[config.mk]
export PLATFORM = sky130hd
export DESIGN_NAME = rstiso_ctrl
export DESIGN_NICKNAME = d
export VERILOG_FILES = /design/src/rtl/rstiso_pkg.sv /design/src/rtl/rstiso_sync.sv /design/src/rtl/rstiso_word.sv /design/src/rtl/rstiso_gate.sv /design/src/rtl/rstiso_ctrl.sv
export SDC_FILE = /design/constraint.sdc
export NUM_CORES = 1
export LEC_CHECK = 0
export BUFFER_PORTS_ARGS = -buffer_cell sky130_fd_sc_hd__buf_2
export CORE_UTILIZATION = 38
export CTS_BUF_LIST = sky130_fd_sc_hd__clkbuf_16
export DETAILED_ROUTE_END_ITERATION = 16
export PLACE_DENSITY = 0.9
export SYNTH_ARGS = -nofsm -noshare
export SYNTH_HDL_FRONTEND = slang
export SYNTH_SLANG_ARGS = --single-unit
[constraint.sdc]
create_clock -name clk_mcu -period 1.3 [get_ports clk_mcu]
set_input_delay 0.065 -clock clk_mcu [delete_from_list [all_inputs] [get_ports clk_mcu]]
set_output_delay 0.065 -clock clk_mcu [all_outputs]
set_load 0.05 [all_outputs]
[src/rtl/rstiso_pkg.sv]
package rstiso_pkg;
  parameter int unsigned RI_WORD_W  = 32;
  parameter int unsigned RI_NUM_SRC = 2;
  parameter int unsigned RI_STAGES  = 2;
endpackage

[src/rtl/rstiso_sync.sv]
module rstiso_sync #(
  parameter int unsigned STAGES = 2
) (
  input  logic clk,
  input  logic arst_n,
  output logic rst_n_o
);
  logic [STAGES-1:0] chain_q;
  logic [STAGES-1:0] chain_d;

  always_comb begin
    chain_d = {chain_q[STAGES-2:0], 1'b1};
  end

  always_ff @(posedge clk or negedge arst_n) begin
    if (!arst_n) chain_q <= '0;
    else         chain_q <= chain_d;
  end

  assign rst_n_o = chain_q[STAGES-1];
endmodule

[src/rtl/rstiso_word.sv]
module rstiso_word #(
  parameter int unsigned WORD_W = 32
) (
  input  logic              clk,
  input  logic              rst_n,
  input  logic              wr_en,
  input  logic [WORD_W/8-1:0] wr_be,
  input  logic [WORD_W-1:0] wr_data,
  output logic [WORD_W-1:0] word_o
);
  localparam int unsigned LANES = WORD_W / 8;

  logic [WORD_W-1:0] word_q;
  logic [WORD_W-1:0] word_d;
  logic [LANES-1:0]  lane_en;

  for (genvar g = 0; g < LANES; g++) begin : g_lane
    assign lane_en[g] = wr_en & wr_be[g];
    always_comb begin
      word_d[g*8 +: 8] = lane_en[g] ? wr_data[g*8 +: 8] : word_q[g*8 +: 8];
    end
  end

  always_ff @(posedge clk or negedge rst_n) begin
    if (!rst_n)         word_q <= '0;
    else if (|lane_en)  word_q <= word_d;
  end

  assign word_o = word_q;

  assert_hold_no_write_R6: assert property (@(posedge clk) disable iff (!rst_n)
    !(wr_en && |wr_be) |=> $stable(word_o));

  assert_full_write_R2: assert property (@(posedge clk) disable iff (!rst_n)
    (wr_en && &wr_be) |=> (word_o == $past(wr_data)));
endmodule

[src/rtl/rstiso_gate.sv]
module rstiso_gate #(
  parameter int unsigned WORD_W  = 32,
  parameter int unsigned NUM_SRC = 2
) (
  input  logic               clk,
  input  logic               rst_n,
  input  logic               por_n,
  input  logic [NUM_SRC-1:0] warm_req_n,
  input  logic [WORD_W-1:0]  word_i,
  output logic               iso_o,
  output logic               rst_src_n
);
  logic iso_q;
  logic iso_d;
  logic warm_any;

  always_comb begin
    iso_d    = |word_i;
    warm_any = ~&warm_req_n;
  end

  always_ff @(posedge clk or negedge rst_n) begin
    if (!rst_n) iso_q <= 1'b0;
    else        iso_q <= iso_d;
  end

  assign iso_o     = iso_q;
  assign rst_src_n = por_n & ~(warm_any & ~iso_q);

  assert_flag_follows_word_R5: assert property (@(posedge clk) disable iff (!rst_n)
    $past(|word_i) |-> iso_o);
endmodule

[src/rtl/rstiso_ctrl.sv]
module rstiso_ctrl
  import rstiso_pkg::*;
#(
  parameter int unsigned WORD_W  = RI_WORD_W,
  parameter int unsigned NUM_SRC = RI_NUM_SRC,
  parameter int unsigned STAGES  = RI_STAGES
) (
  input  logic                clk_mcu,
  input  logic                por_n,
  input  logic [NUM_SRC-1:0]  warm_req_n,
  input  logic                cfg_we,
  input  logic [WORD_W/8-1:0] cfg_be,
  input  logic [WORD_W-1:0]   cfg_wdata,
  output logic [WORD_W-1:0]   cfg_rdata,
  input  logic                mir_we,
  input  logic [WORD_W-1:0]   mir_wdata,
  output logic [WORD_W-1:0]   mir_rdata,
  output logic                core_rst_n
);
  logic              por_sync_n;
  logic              rst_src_n;
  logic              iso;
  logic [WORD_W-1:0] word;

  rstiso_sync #(.STAGES(STAGES)) u_por_sync (
    .clk     (clk_mcu),
    .arst_n  (por_n),
    .rst_n_o (por_sync_n)
  );

  rstiso_word #(.WORD_W(WORD_W)) u_word (
    .clk     (clk_mcu),
    .rst_n   (por_sync_n),
    .wr_en   (cfg_we),
    .wr_be   (cfg_be),
    .wr_data (cfg_wdata),
    .word_o  (word)
  );

  rstiso_gate #(.WORD_W(WORD_W), .NUM_SRC(NUM_SRC)) u_gate (
    .clk        (clk_mcu),
    .rst_n      (por_sync_n),
    .por_n      (por_n),
    .warm_req_n (warm_req_n),
    .word_i     (word),
    .iso_o      (iso),
    .rst_src_n  (rst_src_n)
  );

  rstiso_sync #(.STAGES(STAGES)) u_core_sync (
    .clk     (clk_mcu),
    .arst_n  (rst_src_n),
    .rst_n_o (core_rst_n)
  );

  assign cfg_rdata = word;
  assign mir_rdata = word;

  assert_por_wins_R7: assert property (@(posedge clk_mcu)
    !por_n |-> (!core_rst_n && mir_rdata == '0));

  assert_warm_passes_R4: assert property (@(posedge clk_mcu) disable iff (!por_sync_n)
    (!iso && !(&warm_req_n)) |-> !core_rst_n);

  assert_warm_blocked_R5: assert property (@(posedge clk_mcu) disable iff (!por_sync_n)
    (iso && $past(core_rst_n)) |-> core_rst_n);

  assert_mirror_ignored_R3: assert property (@(posedge clk_mcu) disable iff (!por_sync_n)
    (mir_we && !cfg_we && mir_wdata != mir_rdata) |=> $stable(mir_rdata));
endmodule

## After elaboration in Yosys (flattened, before gate mapping)

Cells that the tools add are included.

| word-level totals | value |
|---|---|
| bits in registers | 37 |
| bits of input ports | 74 |
| output and inout port bits | 65 |
| word-level logic and storage cells | 23 |

| cells by class | value |
|---|---|
| bitwise logic cells | 8 |
| reduce and logical (&&, ||, !) cells | 8 |

Operator list:

| kind | number |
|---|---|
| 32-bit OR reduction | 1 |
| 2-bit AND reduction | 5 |
| 1-bit AND | 6 |
| 4-bit OR reduction | 1 |
| 1-bit inverter | 2 |
| 1-bit zero test | 1 |

## Logic depth before layout (Yosys ltp)

Gate-level depths: netlist of run 1.

| logic depth | value |
|---|---|
| depth in word-level cells | 5 |
| depth in mapped cells | 3 |
| mapped depth without buffers | 3 |

## By module

A second synthesis of run 1 with hierarchy kept.

| unflattened totals | value |
|---|---|
| cell total of the unflattened synthesis | 120 |
| area total of the unflattened synthesis | 1645.3 sq um |

Modules (own cells, without submodules):

| module | instances | cells each | area each (sq um) | seq. area each (sq um) |
|---|---|---|---|---|
| rstiso_word | 1 | 68 | 1186.1 | 800.8 |
| rstiso_ctrl | 1 | 32 | 240.2 | 0.0 |
| rstiso_gate | 1 | 14 | 111.4 | 25.0 |
| rstiso_sync | 2 | 3 | 53.8 | 50.0 |

## Worst setup path after synthesis of run 1

Ideal clock, no wire load.

| timing path | value |
|---|---|
| kind | register to register |
| from | register u_word.word_q[26], in the netlist u_word.word_o[26] |
| to | register u_gate.iso_q, in the netlist u_gate.iso_o |
| library setup time | 0.124 ns |
| arrival time | 1.199 ns |
| required time | 1.176 ns |
| path slack | -0.023 ns |
| cell stages (with the launch flop) | 4 |
| path buffers | 0 |
| clock period less this slack | 1.323 ns |
| cell sequence | dfrtp_1 > nor4_1 > nand4_1 > or2_1 |

| between the ends | value |
|---|---|
| cells in the longest elaborated chain, start to end | 1 |

Ends and longest elaborated chain:

| item | RTL line | source |
|---|---|---|
| from (decl) | rstiso_word.sv:13 | `logic [WORD_W-1:0] word_q;` |
| from (signal assigned) | rstiso_word.sv:26 | `else if (\|lane_en) word_q <= word_d;` |
| 32-bit OR reduction | rstiso_gate.sv:18 | `iso_d = \|word_i;` |
| net u_gate.iso_d | rstiso_gate.sv:14 | `logic iso_d;` |
| to (signal assigned) | rstiso_gate.sv:24 | `else iso_q <= iso_d;` |
| to (decl) | rstiso_gate.sv:13 | `logic iso_q;` |

The timed path passes the listed nets, and every way through them passes these cells.
A chain may end at the register's enable or synchronous reset.

## Worst setup path in the final report of run 1

| timing path | value |
|---|---|
| from | register u_word.word_q[18], in the netlist u_word.word_o[18] |
| to | register u_gate.iso_q, in the netlist u_gate.iso_o |

The elaborated chain is that of the path after synthesis.

==> results of run 1 <==
## area by class of cell
type,instances,area [um^2]
fill,338,1770
sequential,37,937
timing repair buffer,119,638
multi-input combinational,51,513
clock buffer,5,125
tap,50,62.6
clock inverter,2,7.51
## layer usage
metal	vias to the layer above	part of all wire
li1	570	-
met1	565	0.39
met2	77	0.52
met3	5	0.080
met4	0	0.014
met5	-	0
## worst paths after layout
| kind | from | endpoint | slack [ns] | cells after the start |
|---|---|---|---|---|
| min | cfg_wdata[22] | u_word.word_o[22] | 0.02 | 2 |
| min in group asynchronous | por_n | u_por_sync.chain_q[0] | 0.11 | 2 |
| min reg2reg | u_por_sync.chain_q[1] | u_word.word_o[20] | 0.27 | 1 |
| max | u_word.word_o[18] | u_gate.iso_o | 0.08 | 3 |
| max in group asynchronous | warm_req_n[1] | u_core_sync.chain_q[0] | 0.28 | 5 |
| max reg2reg | u_word.word_o[18] | u_gate.iso_o | 0.08 | 3 |
## cell usage after synthesis
cell type / count
or2_1: 1
conb_1: 1
buf_4: 32
mux2_2: 32
nand2_2: 4
nor2b_1: 1
nor4_1: 8
dfrtp_1: 37
nand4_1: 2
a21oi_1: 1
## power by group through the flow
| stage | registers [mW] | logic, mW | clock network, mW |
|---|---|---|---|
| floorplan | 2.01 | 0.934 | 0 |
| finish | 1.46 | 1.77 | 1.09 |
| global route | 1.49 | 1.85 | 1.17 |
| global placement | 1.45 | 1.74 | 0 |
| detailed placement | 1.46 | 1.76 | 0 |
| CTS | 1.45 | 1.78 | 1.12 |
## kinds of logic (layout without fill, tap and decap cells)
family          after synthesis  count (layout)  share of synthesized area
other cells                   1               2                    0.00229
simple gates                 16              16                     0.0612
buf+inv                      32             126                      0.147
flops                        37              37                      0.566
compound gates                1               1                    0.00306
mux                          32              32                      0.220
## flip-flops by register name (all words and copies together) (netlist names)
register	cells
u_core_sync.chain_q	2
u_gate.iso_o	1
u_por_sync.chain_q	2
u_word.word_o	32
## stage by stage
stage               setup slack [ns]  setup TNS (ns)  power, mW  hold WS [ns]
floorplan                   0.000293               0       2.94        -0.231
global placement              -0.180          -0.180       3.19        -0.143
detailed placement            -0.127          -0.127       3.22        -0.138
CTS                          0.00142               0       4.35        0.0193
global route                 0.00286               0       4.51        0.0149
finish                        0.0804               0       4.33        0.0220
## timing repair
action                                  in CTS  in global routing
endpoints found under the hold margin        4                  0
pin swaps                                    1                  1
endpoints found under the setup margin       1                  1
buffers inserted                             1                  0
resized for setup                            3                  3
hold buffers                                 3                  0
==> impl_metrics.tcl, run 1 <==
set metrics [dict create \
    wl_per_cell_um 13.8 \
    via_per_inst 4.61 \
    clk_latency_ns 0.27 \
    yosys-top-cells-area "dfrtp_1 57%, mux2_2 22%, buf_4 15%" \
    numPortBuffers 105 \
    yosysTopAreaCell "dfrtp_1" \
    maxSlewViolCount 0 \
    crit_path_end_kind "flop" \
    grt-busiest-layer "met2" \
    crit_arrival_ns 1.38 \
    synth.top_cell.area_share 0.566 \
    dp.cells 254 \
    crit_required_ns 1.46 \
    num_vias 1217 \
    synth-seq-area-share 0.566 \
    layout_min_cycle_time_ns 1.22 \
    path_cells "nor4_2 -> nand4_1 -> or2_1" \
    synth_cell_types 10 \
    path_clk_slew_ns 0.05 \
    dp_hpwl_um 2760 \
    synth_area_per_cell_um2 13.7 \
    cts_buffers 5 \
    htreeDepth 2 \
    use_met2 0.303 \
    fin_util 0.563 \
    critPathTopFamily "simple AND/OR/NAND/NOR gates" \
    clock_power_share 0.253 \
    drv_cap 0 \
    drc 0 \
    rows 23 \
    place_area_mm2 0.00208 \
    hold_viol_final 0 \
    grt_pass1_wl_um 5550 \
    met1_usage 0.195 \
    clock_sinks 37 \
    die_area_mm2 0.00457 \
    final_common_cell "buf_2" \
    fp.dieW_um 67.6 \
    finalCritPeriodShare 0.938 \
    ant_nets 0 \
    status "completed" \
    max_freq_mhz 820 \
    n_antenna_cell 0 \
    first_global_vias 1163 \
    crit_buf_inv 0 \
    timing_worst_setup_path_type "flop to flop" \
    final_cells 264 \
    hold_path_class "primary input to flop" \
    syn_inst 119 \
    cts_tree "built" \
    skew_ns 0.00444 \
    layout_common_cells "105 x buf_2, 32 x mux2_2, 28 x dfrtp_1" \
    p_comb_frac 0.409 \
    drive_gt1_frac 0.799 \
    p_leak_nw 1.14 \
    ys_warn_count 0 \
    first_pass_iters 3 \
    wl_um 3640 \
    core_mm2 0.00406 \
    area_growth_pct 39.6 \
    start_util 0.403 \
    track_usage 0.174 \
    slowest_stage "dfrtp_2" \
    synth-seq-cells 37 \
    intPower_mw 2.44 \
    seq_power_share 0.338 \
    powerDensity_mw_per_mm2 1890 \
    finalSetupViolations 0 \
    sw_frac_of_total 0.436 \
    cts-root-buf "clkbuf_16" \
    crit_fanout 4 \
    finalNetCount 288 \
    die_h_um 67.6 \
    overflow 0 \
    grt_use_met3 0.0625 \
    rsz0062_at_grt "no" \
    fin_area_mm2 0.00228 \
    grt_max_degree 34 \
    io_pins 139 \
    netlist_area_mm2 0.00164 \
    gp_congestion 0.732 \
    critPathLaunchType "flop" \
    first_iter_violations 17 \
    irDropWorstVdd_mv 1.20 \
    cts.path.max_buffers 2 \
    p_sw_mw 1.89 \
    antenna_found_initial 0 \
    critPathMaxStageDelay_ns 0.42 \
]
No activity file was read; power rests on OpenSTA's default activity.
==> inputs of run 2 (changes only) <==
CORE_MARGIN = 2   (was default)
==> impl_metrics.tcl, run 2 (synthesized netlist as in run 1, its figures left out) <==
set metrics [dict create \
    rsz0062_at_grt "yes" \
    fp.dieW_um 69.6 \
    finalNetCount 288 \
    cts_buffers 5 \
    dp_hpwl_um 2990 \
    gp_congestion 0.719 \
    crit_path_start "u_word.word_o[2]" \
    largest_reg_flops 32 \
    seq_power_share 0.321 \
    clock_sinks 37 \
    grt_pass1_wl_um 6560 \
    max_freq_mhz 768 \
    clock_power_share 0.291 \
    powerDensity_mw_per_mm2 1980 \
    ff2ff_path_depth 4 \
    fin_util 0.569 \
    hold_path_class "primary input to flop" \
    n_antenna_cell 0 \
    drc 0 \
    antenna_found_initial 0 \
    wl_per_cell_um 15.1 \
    crit_required_ns 1.46 \
    area_growth_pct 41.1 \
    overflow 0 \
    maxSlewViolCount 0 \
    layout_min_cycle_time_ns 1.30 \
    cts.path.max_buffers 2 \
    grt_max_degree 34 \
    intPower_mw 2.64 \
    violations "setup timing" \
    layout_common_cells "105 x buf_2, 32 x mux2_2, 28 x dfrtp_1" \
    numPortBuffers 105 \
    layout_setup_ws_ns -0.00208 \
    p_leak_nw 1.15 \
    p_sw_mw 1.92 \
    drive_gt1_frac 0.795 \
    first_pass_iters 4 \
    status "finished, violations left" \
    finalCritPeriodShare 1.00 \
    track_usage 0.176 \
    place_area_mm2 0.00208 \
    cts_tree "built" \
    io_pins 139 \
    via_per_inst 4.73 \
    first_iter_violations 29 \
    drv_cap 0 \
    cts-root-buf "clkbuf_16" \
    clk_latency_ns 0.27 \
    timing_worst_setup_path_type "flop to flop" \
    htreeDepth 2 \
    r2r_slack_ns -0.002 \
    crit_fanout 2 \
    critPathLaunchType "flop" \
    ant_nets 0 \
    start_util 0.403 \
    dp.cells 254 \
    sw_frac_of_total 0.421 \
    r2r-start "u_word.word_o[2]" \
    finalSetupViolations 1 \
    p_comb_frac 0.388 \
    skew_ns 0.00450 \
    crit_path_end_kind "flop" \
    wl_um 3990 \
    final_common_cell "buf_2" \
    crit_arrival_ns 1.46 \
    core_mm2 0.00406 \
    dp_slack_ns -0.141 \
    endpoint "u_gate.iso_o" \
    hold_viol_final 0 \
    reg2reg_to "u_gate.iso_o" \
    path_clk_slew_ns 0.06 \
    first_global_vias 1328 \
    irDropWorstVdd_mv 1.18 \
    die_h_um 69.6 \
    final_cells 265 \
    fin_area_mm2 0.00231 \
    fin_worst_hold_slack_ns 0.0175 \
    num_vias 1253 \
    rows 23 \
    die_area_mm2 0.00484 \
]
[run 2: cell types whose count changed in the layout (fill, tap and decap cells not counted)]
cell and delta:
bufinv_16 +1, nor4_2 -1, nor4_1 +1
[run 2: layout make-up]
class / count / area, um^2
sequential: 37 / 937
clock buffer: 5 / 125
fill: 321 / 1750
timing repair buffer: 119 / 638
multi-input combinational: 51 / 507
tap: 50 / 62.6
clock inverter: 3 / 37.5
[run 2: what timing repair did]
action,4_1_cts,5_1_grt
gates cloned,0,0
hold buffers,3,0
pin swaps,1,1
setup buffers,1,0
endpoints found under the hold margin,4,0
gates resized for setup,2,3
setup endpoints to repair,1,1
[run 2: power groups by stage]
| stage | logic, mW | registers, mW | clock network (mW) |
|---|---|---|---|
| 2_1_floorplan | 0.934 | 2.01 | 0 |
| 3_3_place_gp | 1.75 | 1.45 | 0 |
| 3_5_place_dp | 1.77 | 1.47 | 0 |
| 4_1_cts | 1.78 | 1.45 | 1.35 |
| 5_1_grt | 1.84 | 1.49 | 1.41 |
| 6_report | 1.77 | 1.47 | 1.33 |
[run 2: worst max-delay path, cell delays in order (launching register included)]
cell and delay (ns):
dfrtp_1 0.39, nor4_2 0.31, buf_4 0.16, nand4_1 0.09, or2_1 0.23
[run 2: worst min-delay path by stage]
| stage | startpoint | endpoint | cells past startpoint |
|---|---|---|---|
| final | cfg_wdata[13] | u_word.word_o[13] | 2 |
| after global routing | cfg_wdata[27] | u_word.word_o[27] | 2 |
| after CTS | cfg_wdata[13] | u_word.word_o[13] | 2 |
| after detailed placement | por_n | u_por_sync.chain_q[0] | 1 |
| after global placement | por_n | u_por_sync.chain_q[1] | 1 |
| after floorplan | por_n | u_por_sync.chain_q[0] | 0 |
[run 2: per-stage QoR]
step	total power [mW]	TNS, ns
6_report	4.57	-0.00208
5_1_grt	4.74	-0.0421
4_1_cts	4.58	0
3_5_place_dp	3.23	-0.141
3_3_place_gp	3.20	-0.130
2_1_floorplan	2.94	0
[run 2: routing by layer]
metal,track usage,part of all wire
met1,0.201,0.38
met3,0.0407,0.077
met2,0.317,0.52
met5,0,0
met4,0.0654,0.018
